==> src/rtl/npc_pkg.sv <==
package npc_pkg;

    typedef enum logic [3:0] {
        XK_SEQ      = 4'd0,
        XK_JMP      = 4'd1,
        XK_JMP_LNK  = 4'd2,
        XK_JREG     = 4'd3,
        XK_JREG_LNK = 4'd4,
        XK_BEQ      = 4'd5,
        XK_BNE      = 4'd6,
        XK_BLEZ     = 4'd7,
        XK_BGTZ     = 4'd8,
        XK_BLTZ     = 4'd9,
        XK_BGEZ     = 4'd10,
        XK_BLTZ_LNK = 4'd11,
        XK_BGEZ_LNK = 4'd12
    } xfer_kind_e;

    typedef enum logic [2:0] {
        CC_NEVER,
        CC_EQ,
        CC_NE,
        CC_LEZ,
        CC_GTZ,
        CC_LTZ,
        CC_GEZ
    } cond_e;

    typedef struct packed {
        logic  use_jump;
        logic  use_reg;
        logic  use_branch;
        logic  link;
        cond_e cond;
    } steer_ctl_t;

endpackage

==> src/rtl/npc_decode.sv <==
module npc_decode
    import npc_pkg::*;
(
    input  logic [3:0] kind_i,
    output steer_ctl_t ctl_o
);
    always_comb begin
        ctl_o = '{use_jump: 1'b0, use_reg: 1'b0, use_branch: 1'b0,
                  link: 1'b0, cond: CC_NEVER};
        case (kind_i)
            XK_JMP:      ctl_o.use_jump = 1'b1;
            XK_JMP_LNK:  begin ctl_o.use_jump = 1'b1; ctl_o.link = 1'b1; end
            XK_JREG:     ctl_o.use_reg = 1'b1;
            XK_JREG_LNK: begin ctl_o.use_reg = 1'b1; ctl_o.link = 1'b1; end
            XK_BEQ:      begin ctl_o.use_branch = 1'b1; ctl_o.cond = CC_EQ; end
            XK_BNE:      begin ctl_o.use_branch = 1'b1; ctl_o.cond = CC_NE; end
            XK_BLEZ:     begin ctl_o.use_branch = 1'b1; ctl_o.cond = CC_LEZ; end
            XK_BGTZ:     begin ctl_o.use_branch = 1'b1; ctl_o.cond = CC_GTZ; end
            XK_BLTZ:     begin ctl_o.use_branch = 1'b1; ctl_o.cond = CC_LTZ; end
            XK_BGEZ:     begin ctl_o.use_branch = 1'b1; ctl_o.cond = CC_GEZ; end
            XK_BLTZ_LNK: begin
                ctl_o.use_branch = 1'b1; ctl_o.cond = CC_LTZ; ctl_o.link = 1'b1;
            end
            XK_BGEZ_LNK: begin
                ctl_o.use_branch = 1'b1; ctl_o.cond = CC_GEZ; ctl_o.link = 1'b1;
            end
            default: ;  // sequential, including unused codes
        endcase
    end
endmodule

==> src/rtl/npc_target.sv <==
module npc_target #(
    parameter int XLEN  = 32,
    parameter int IDX_W = 26,
    parameter int OFS_W = 16
) (
    input  logic [XLEN-1:0]  pc_i,
    input  logic [IDX_W-1:0] field_i,
    output logic [XLEN-1:0]  seq_o,
    output logic [XLEN-1:0]  jmp_o,
    output logic [XLEN-1:0]  br_o
);
    localparam int REGION_W = XLEN - IDX_W - 2;
    localparam int EXT_W    = XLEN - OFS_W - 2;

    logic [OFS_W-1:0] ofs;
    logic [XLEN-1:0]  ofs_scaled;

    assign ofs        = field_i[OFS_W-1:0];
    assign ofs_scaled = {{EXT_W{ofs[OFS_W-1]}}, ofs, 2'b00};
    assign seq_o      = pc_i + XLEN'(4);
    assign br_o       = seq_o + ofs_scaled;

    generate
        if (REGION_W > 0) begin : g_region
            assign jmp_o = {pc_i[XLEN-1 -: REGION_W], field_i, 2'b00};
        end else begin : g_flat
            assign jmp_o = {field_i[XLEN-3:0], 2'b00};
        end
    endgenerate
endmodule

==> src/rtl/npc_cond.sv <==
module npc_cond
    import npc_pkg::*;
#(
    parameter int XLEN = 32
) (
    input  cond_e           cond_i,
    input  logic [XLEN-1:0] a_i,
    input  logic [XLEN-1:0] b_i,
    input  logic [XLEN-1:0] rv_i,
    output logic            hit_o
);
    logic neg, zero, same;

    assign neg  = rv_i[XLEN-1];
    assign zero = (rv_i == '0);
    assign same = (a_i == b_i);

    always_comb begin
        case (cond_i)
            CC_EQ:   hit_o = same;
            CC_NE:   hit_o = !same;
            CC_LEZ:  hit_o = neg || zero;
            CC_GTZ:  hit_o = !neg && !zero;
            CC_LTZ:  hit_o = neg;
            CC_GEZ:  hit_o = !neg;
            default: hit_o = 1'b0;
        endcase
    end
endmodule

==> src/rtl/pc_steer.sv <==
module pc_steer
    import npc_pkg::*;
#(
    parameter int              XLEN     = 32,
    parameter int              IDX_W    = 26,
    parameter int              OFS_W    = 16,
    parameter logic [XLEN-1:0] RESET_PC = 32'h0040_0000
) (
    input  logic             clk,
    input  logic             rst,
    input  logic [3:0]       kind_i,
    input  logic [IDX_W-1:0] field_i,
    input  logic [XLEN-1:0]  reg_val_i,
    input  logic [XLEN-1:0]  cmp_a_i,
    input  logic [XLEN-1:0]  cmp_b_i,
    output logic [XLEN-1:0]  pc_o,
    output logic [XLEN-1:0]  next_pc_o,
    output logic             taken_o,
    output logic             link_we_o,
    output logic [XLEN-1:0]  link_val_o,
    output logic             misalign_o
);
    typedef struct packed {
        logic [XLEN-1:0] pc;
        logic            taken;
        logic            link_we;
        logic            misalign;
    } step_t;

    logic [XLEN-1:0] pc_q;
    step_t           step_d;
    steer_ctl_t      ctl;
    logic [XLEN-1:0] seq_tgt, jmp_tgt, br_tgt;
    logic            br_hit;

    npc_decode u_dec (
        .kind_i (kind_i),
        .ctl_o  (ctl)
    );

    npc_target #(.XLEN(XLEN), .IDX_W(IDX_W), .OFS_W(OFS_W)) u_tgt (
        .pc_i    (pc_q),
        .field_i (field_i),
        .seq_o   (seq_tgt),
        .jmp_o   (jmp_tgt),
        .br_o    (br_tgt)
    );

    npc_cond #(.XLEN(XLEN)) u_cond (
        .cond_i (ctl.cond),
        .a_i    (cmp_a_i),
        .b_i    (cmp_b_i),
        .rv_i   (reg_val_i),
        .hit_o  (br_hit)
    );

    always_comb begin
        step_d.pc       = seq_tgt;
        step_d.taken    = 1'b0;
        step_d.link_we  = ctl.link;
        step_d.misalign = 1'b0;
        if (ctl.use_jump) begin
            step_d.pc    = jmp_tgt;
            step_d.taken = 1'b1;
        end else if (ctl.use_reg) begin
            if (reg_val_i[1:0] != 2'b00) begin
                step_d.pc       = pc_q;
                step_d.link_we  = 1'b0;
                step_d.misalign = 1'b1;
            end else begin
                step_d.pc    = reg_val_i;
                step_d.taken = 1'b1;
            end
        end else if (ctl.use_branch && br_hit) begin
            step_d.pc    = br_tgt;
            step_d.taken = 1'b1;
        end
    end

    always_ff @(posedge clk) begin
        if (rst) pc_q <= RESET_PC;
        else     pc_q <= step_d.pc;
    end

    assign pc_o       = pc_q;
    assign next_pc_o  = step_d.pc;
    assign taken_o    = step_d.taken;
    assign link_we_o  = step_d.link_we;
    assign link_val_o = seq_tgt;
    assign misalign_o = step_d.misalign;
endmodule

==> config.mk <==
export PLATFORM = sky130hd
export DESIGN_NAME = pc_steer
export DESIGN_NICKNAME = d
export VERILOG_FILES = /design/src/rtl/npc_pkg.sv /design/src/rtl/npc_decode.sv /design/src/rtl/npc_target.sv /design/src/rtl/npc_cond.sv /design/src/rtl/pc_steer.sv
export SDC_FILE = /design/constraint.sdc
export NUM_CORES = 1
export LEC_CHECK = 0
export BUFFER_PORTS_ARGS = -buffer_cell sky130_fd_sc_hd__buf_2
export CORE_MARGIN = 3
export CORE_UTILIZATION = 41
export CTS_CLUSTER_SIZE = 24
export DETAILED_ROUTE_END_ITERATION = 12
export PLACE_DENSITY = 0.71
export SETUP_SLACK_MARGIN = 0.05
export SLEW_MARGIN = 0
export SYNTH_ARGS = -nofsm -noshare
export SYNTH_HDL_FRONTEND = slang
export SYNTH_SLANG_ARGS = --single-unit
==> constraint.sdc <==
create_clock -name clk -period 7 [get_ports clk]
set_clock_uncertainty 0.1 [all_clocks]
set_input_delay 2.1 -clock clk [delete_from_list [all_inputs] [get_ports clk]]
set_output_delay 2.1 -clock clk [all_outputs]
set_load 0.01 [all_outputs]
==> run summary, run 1 <==
Largest family of logic cells by synthesized area -> compound AO/OA/AOI/OAI gates
Post-DP Area -> 6640 sq um
Distinct cells, synth -> 72
IO Port Bufs -> 226
Leading area contributor after synthesis -> dfxtp_1
Drt via density -> 5.97
Worst-case clock buffer depth -> 2
Final Hold Viols -> 0
Synth warn -> 0
Worst-Margin Slew -> 0.669 ns
Crit. End Element -> primary output
Required time of the critical path -> 4.80 ns
Classification of the worst setup path -> primary input to primary output
Grt met3 use -> 5.45%
# IOs -> 227
Post-Syn Nets -> 837
Clk_lat worst skew -> 0.29 ns
Max frequency -> 146 MHz
Sequential share of the synthesized area -> 12.6%
CTS tree -> built
Clk root buf -> clkbuf_16
Main flop type after synthesis -> dfxtp_1
Post-layout util -> 59.3%
Class of the worst hold path -> flip-flop to flip-flop
Area contributors post-synth -> dfxtp_1, xor2_1, ha_1, xnor2_1, o31ai_1
Period utilization -> 98.0%
Die Span Y -> 117 microns
Worst-path clk slew -> 0.06 ns
First-pass GRT wire length -> 30,600 microns
Routability cong. -> 0.971
Final Cell Area -> 6970 sq um
Async S/R FF share, synth -> 0%
Commonest non-fill, non-tap cell in the layout -> buf_2
RSZ-0062 raised after global routing -> yes
Detailed-route via count -> 6,449
Synth Area in Simple Gates -> 26.4%
Gr usage total -> 28.3%
Final ANT Viol Nets -> 0
Status -> complete, no violations
Clock sink total -> 32
Share of the synthesized area in the top cell type -> 12.6%
# setup viols final -> 0
Global Route met2 Usage -> 47.1%
Non-filler instance count after layout -> 1,081
Cell Count Post-Placement -> 1,073
Ratio of cells with drive above 1 in the final layout -> 35.9%
Vias in the first global route -> 5,911
WL per Instance -> 19.0 microns
Final TNS setup -> 0 ns
Syn avg cell area -> 7.54 sq um
GR peak layer -> met2
Std-Cell Rows -> 39
Pleak -> 3.33 nW
Max-slew violations -> 0
Largest net degree at the start of global routing -> 35
Fill cells -> 1,141
Final WL -> 20,600 microns
DR iter-0 viols -> 696
Worst slew margin -> 55.4%
Initial antenna violation count -> 0
Clock period minus worst slack -> 6.86 ns
Largest register FFs -> 32
Post-synthesis mux area share -> 3.90%
Post CTS Setup Buffer Count -> 0
Most frequent cells in the layout -> buf_2, xor2_1, nand2_1
Netlist Area Pre-Place -> 5070 sq um
Synth Area in XOR/XNOR -> 15.2%
Die area -> 13,700 sq um
Mapped Cells -> 672
DRC -> 0
First drt pass iteration count -> 5
DIE WIDTH -> 117 microns
Area delta synth->final -> 37.5%
Worst Path Arrival -> 4.66 ns
Initial Util -> 43.1%
CTS H-tree lvls -> 2
Maximum vdd drop -> 0.0917 mV
GR Overflow Total -> 0
Final hold slack -> 0.515 ns
CTS Buf Count -> 5
Adder-cell share of the synthesized area -> 9.29%
Core ar. -> 11,800 sq um
N_diodes -> 0
CP Launch Type -> primary input
Met1 usage -> 37.6%
Nets@finish -> 1,081
Compound-Gate Fraction of Synth Area -> 28.3%
Number of flops mapped to enable cells by yosys -> 0
Worst-path fanout max -> 7
Number of synthesized register bits -> 32
Max-Cap Viols -> 0
P per Cell Area -> 191 nW/um^2
Post-DP HPWL -> 16,600 microns
Yosys cell counts, types with 15 or more instances:
cell type  instances
nand2_1           52
xnor2_1           32
nand4_1           17
a211oi_1          18
nor4_1            18
nor2_1            51
a21o_1            20
ha_1              36
o31ai_1           28
dfxtp_1           32
a21oi_1           40
o21ai_0           19
xor2_1            56
clkbuf_1          23
nand3_1           30
nor3_1            15
nor2b_1           15
area by class of cell:
class	count	area, sq um	share of cell area (%)
clock buffers	7	153	2.19
clock inverters	1	30.0	0.431
inverters	13	48.8	0.700
multi-input cells	593	4380	62.8
flip-flops and latches	32	641	9.19
well taps	164	205	2.94
repair buffers	271	1510	21.7
per-layer routing:
layer / share of wire (%) / routed length [microns]
met4: 2.2 / 454
met2: 46 / 9470
met3: 10 / 2060
met5: 0 / 0
met1: 42 / 8560
logic make-up (layout without fill, tap and decap cells):
family,count (synthesis),count (layout)
AO/OA/AOI/OAI,196,196
XOR/XNOR,88,88
adder cells (fa/ha/maj),37,37
buffers and inverters,47,292
flip-flops,32,32
multiplexers,19,19
AND/OR/NAND/NOR,253,253
path summary, 6_finish.rpt:
check	from	to	slack [ns]	cells past startpoint
hold / removal	pc_o[30]	pc_o[30]	0.52	2
setup reg to reg	pc_o[9]	pc_o[27]	2.88	13
hold reg to reg	pc_o[30]	pc_o[30]	0.52	2
setup / recovery	field_i[8]	next_pc_o[27]	0.14	11
repair_timing:
action,CTS,global route
hold buffers,0,0
endpoints found under the setup margin,6,16
pin swaps,1,10
resized for setup,5,26
critical path: stages:
cell       delay, ns
buf_2           0.12
ha_1            0.34
a21oi_2         0.23
o21ai_2         0.11
a311oi_4        0.35
a311oi_4        0.21
a2111o_1        0.45
and3_4          0.18
a2111oi_4       0.34
nor2_1          0.09
buf_2           0.15
metrics by stage:
| stage | setup WS, ns | power, W |
|---|---|---|
| 2_1_floorplan | 0.320 | 0.000717 |
| 3_3_place_gp | 0.0317 | 0.00101 |
| 3_5_place_dp | -0.0132 | 0.00102 |
| 4_1_cts | 0.0336 | 0.00130 |
| 5_1_grt | 0.0228 | 0.00142 |
| 6_report | 0.137 | 0.00133 |
power breakdown:
part	internal (W)	total, W	leakage (nW)	switching [W]
Clock	0.000188	0.000282	0.0901	0.0000946
Combinational	0.000354	0.000799	2.97	0.000445
Sequential	0.000207	0.000252	0.264	0.0000451
Total	0.000749	0.00133	3.33	0.000585
Note: power is estimated with default switching activity, not from simulation.
==> run 2, diff against run 1 <==
Settings changed: BUFFER_PORTS_ARGS -buffer_cell sky130_fd_sc_hd__buf_2 to -buffer_cell sky130_fd_sc_hd__buf_4.
==> run 2 against run 1 <==
  * Sequential power hardly changed
  * Sequential cell count unchanged
  * Sequential share of layout area is 0.70 points lower
  * Final area up 8.3%
  * Non-clock buffer count is the same
  * Core utilization up 4.9 points
  * Highest routed layer unchanged
  * Hold slack lost 0.0027 ns
  * Critical path depth is 1 higher
  * Via count rose by 2.1%
  * Largest power group unchanged
  * Cell count stayed put
==> run summary, run 2 (synthesis gave the netlist of run 1 again) <==
DR iter-0 viols -> 757
Routability cong. -> 0.930
First-pass GRT wire length -> 32,500 microns
IO Port Bufs -> 226
Slowest CP cell -> nor4_1
Crit. End Element -> primary output
Classification of the worst setup path -> primary input to primary output
Max-Cap Viols -> 0
Die area -> 13,700 sq um
Clk root buf -> clkbuf_16
Final setup margin -> 0.0846 ns
Final ANT Viol Nets -> 0
Maximum vdd drop -> 0.0911 mV
Worst slew margin -> 44.4%
RSZ-0062 raised after global routing -> yes
Detailed-route via count -> 6,585
Worst Path Arrival -> 4.72 ns
Nets@finish -> 1,081
Die Span Y -> 117 microns
DRC -> 0
Most frequent cell on the critical path -> buf_4
N_diodes -> 0
Std-Cell Rows -> 39
Class of the worst hold path -> flip-flop to flip-flop
Largest stage delay, worst path -> 0.35 ns
Max frequency -> 145 MHz
CTS Buf Count -> 5
Clock sink total -> 32
Final Hold Viols -> 0
Dpl ws -> -0.0289 ns
CP Cell Sequence -> buf_4 -> nor4_1 -> buf_4 -> nand4_1 -> o21bai_1 -> buf_4 -> mux2i_2 -> nand3_2 -> buf_12 -> or3_1 -> a32o_1 -> buf_4
Required time of the critical path -> 4.80 ns
Worst-path fanout max -> 32
Initial antenna violation count -> 0
Worst-path clk slew -> 0.06 ns
# setup viols final -> 0
P per Cell Area -> 187 nW/um^2
Bufs and invs on worst path -> 5
Clock period minus worst slack -> 6.92 ns
Initial Util -> 43.1%
Worst-Margin Slew -> 0.831 ns
Period utilization -> 98.8%
GR Overflow Total -> 0
Worst-case clock buffer depth -> 2
CTS H-tree lvls -> 2
Largest net degree at the start of global routing -> 33
Drt via density -> 6.09
First drt pass iteration count -> 5
Gr usage total -> 30.5%
DIE WIDTH -> 117 microns
WL per Instance -> 20.5 microns
Pleak -> 3.46 nW
Post-DP Area -> 7150 sq um
Ratio of cells with drive above 1 in the final layout -> 36.2%
Final WL -> 22,200 microns
Post-DP HPWL -> 17,700 microns
CP top delay family -> simple AND/OR/NAND/NOR gates
Commonest non-fill, non-tap cell in the layout -> buf_4
Max-slew violations -> 0
Final Cell Area -> 7550 sq um
# IOs -> 227
CTS tree -> built
Clk_lat worst skew -> 0.29 ns
Core ar. -> 11,800 sq um
Area delta synth->final -> 49.0%
Largest register FFs -> 32
Vias in the first global route -> 6,106
Reg2Reg Setup Slack -> 2.58 ns
Status -> complete, no violations
Final hold slack -> 0.513 ns
Hold-fix buffers at CTS -> 0
CP Launch Type -> primary input
Most frequent cells in the layout -> buf_4, xor2_1, nand2_1
-- run 2: worst register-to-register path, delay by kind of cell, from the launching register on --
family | cells | cell delay, ns
AO/OA/AOI/OAI | 6 | 1.33
XOR/XNOR | 1 | 0.44
buffers and inverters | 2 | 0.34
flip-flops | 1 | 0.52
adder cells (fa/ha/maj) | 1 | 0.43
AND/OR/NAND/NOR | 5 | 1.21
-- run 2: path summary, 6_finish.rpt --
kind	start	to	cells after the start
hold reg to reg	pc_o[30]	pc_o[30]	2
hold / removal	pc_o[30]	pc_o[30]	2
setup / recovery	reg_val_i[10]	next_pc_o[8]	12
setup reg to reg	pc_o[12]	pc_o[31]	15
-- run 2: area by class of cell --
cell class / count / area, sq um
fill: 1038 / 4210
timing repair buffer: 271 / 2070
multi-input combinational: 593 / 4420
clock inverter: 2 / 35.0
tap: 164 / 205
inverter: 13 / 48.8
clock buffer: 6 / 129
sequential: 32 / 641
-- run 2: repair_timing --
action,CTS,global route
pin swaps,1,10
setup endpoints to repair,9,21
resized for setup,6,33
setup buffers,0,5
-- run 2: routing by layer --
metal  GRT usage (%)  part of all wire [%]  up-vias
met2            49.4                    45      426
met1            42.0                    43     3085
met5               0                     0        -
li1                -                     -     3028
met4            9.17                   2.0        0
met3            4.52                    10       46
-- run 2: through the flow --
step	TNS, ns	instances	power [W]	utilization (%)
global route	0	1081	0.00149	64.2
finish	0	1081	0.00141	64.2
CTS	0	1076	0.00137	62.5
global placement	-0.00854	1068	0.00109	60.8
floorplan	0	672	0.000717	-
detailed placement	-0.0624	1068	0.00110	60.8
-- run 2: where the power goes --
part           total [W]  internal (W)  switching (W)
Sequential      0.000253      0.000207      0.0000456
Clock           0.000260      0.000168      0.0000927
Combinational   0.000898      0.000423       0.000475
Total            0.00141      0.000798       0.000614
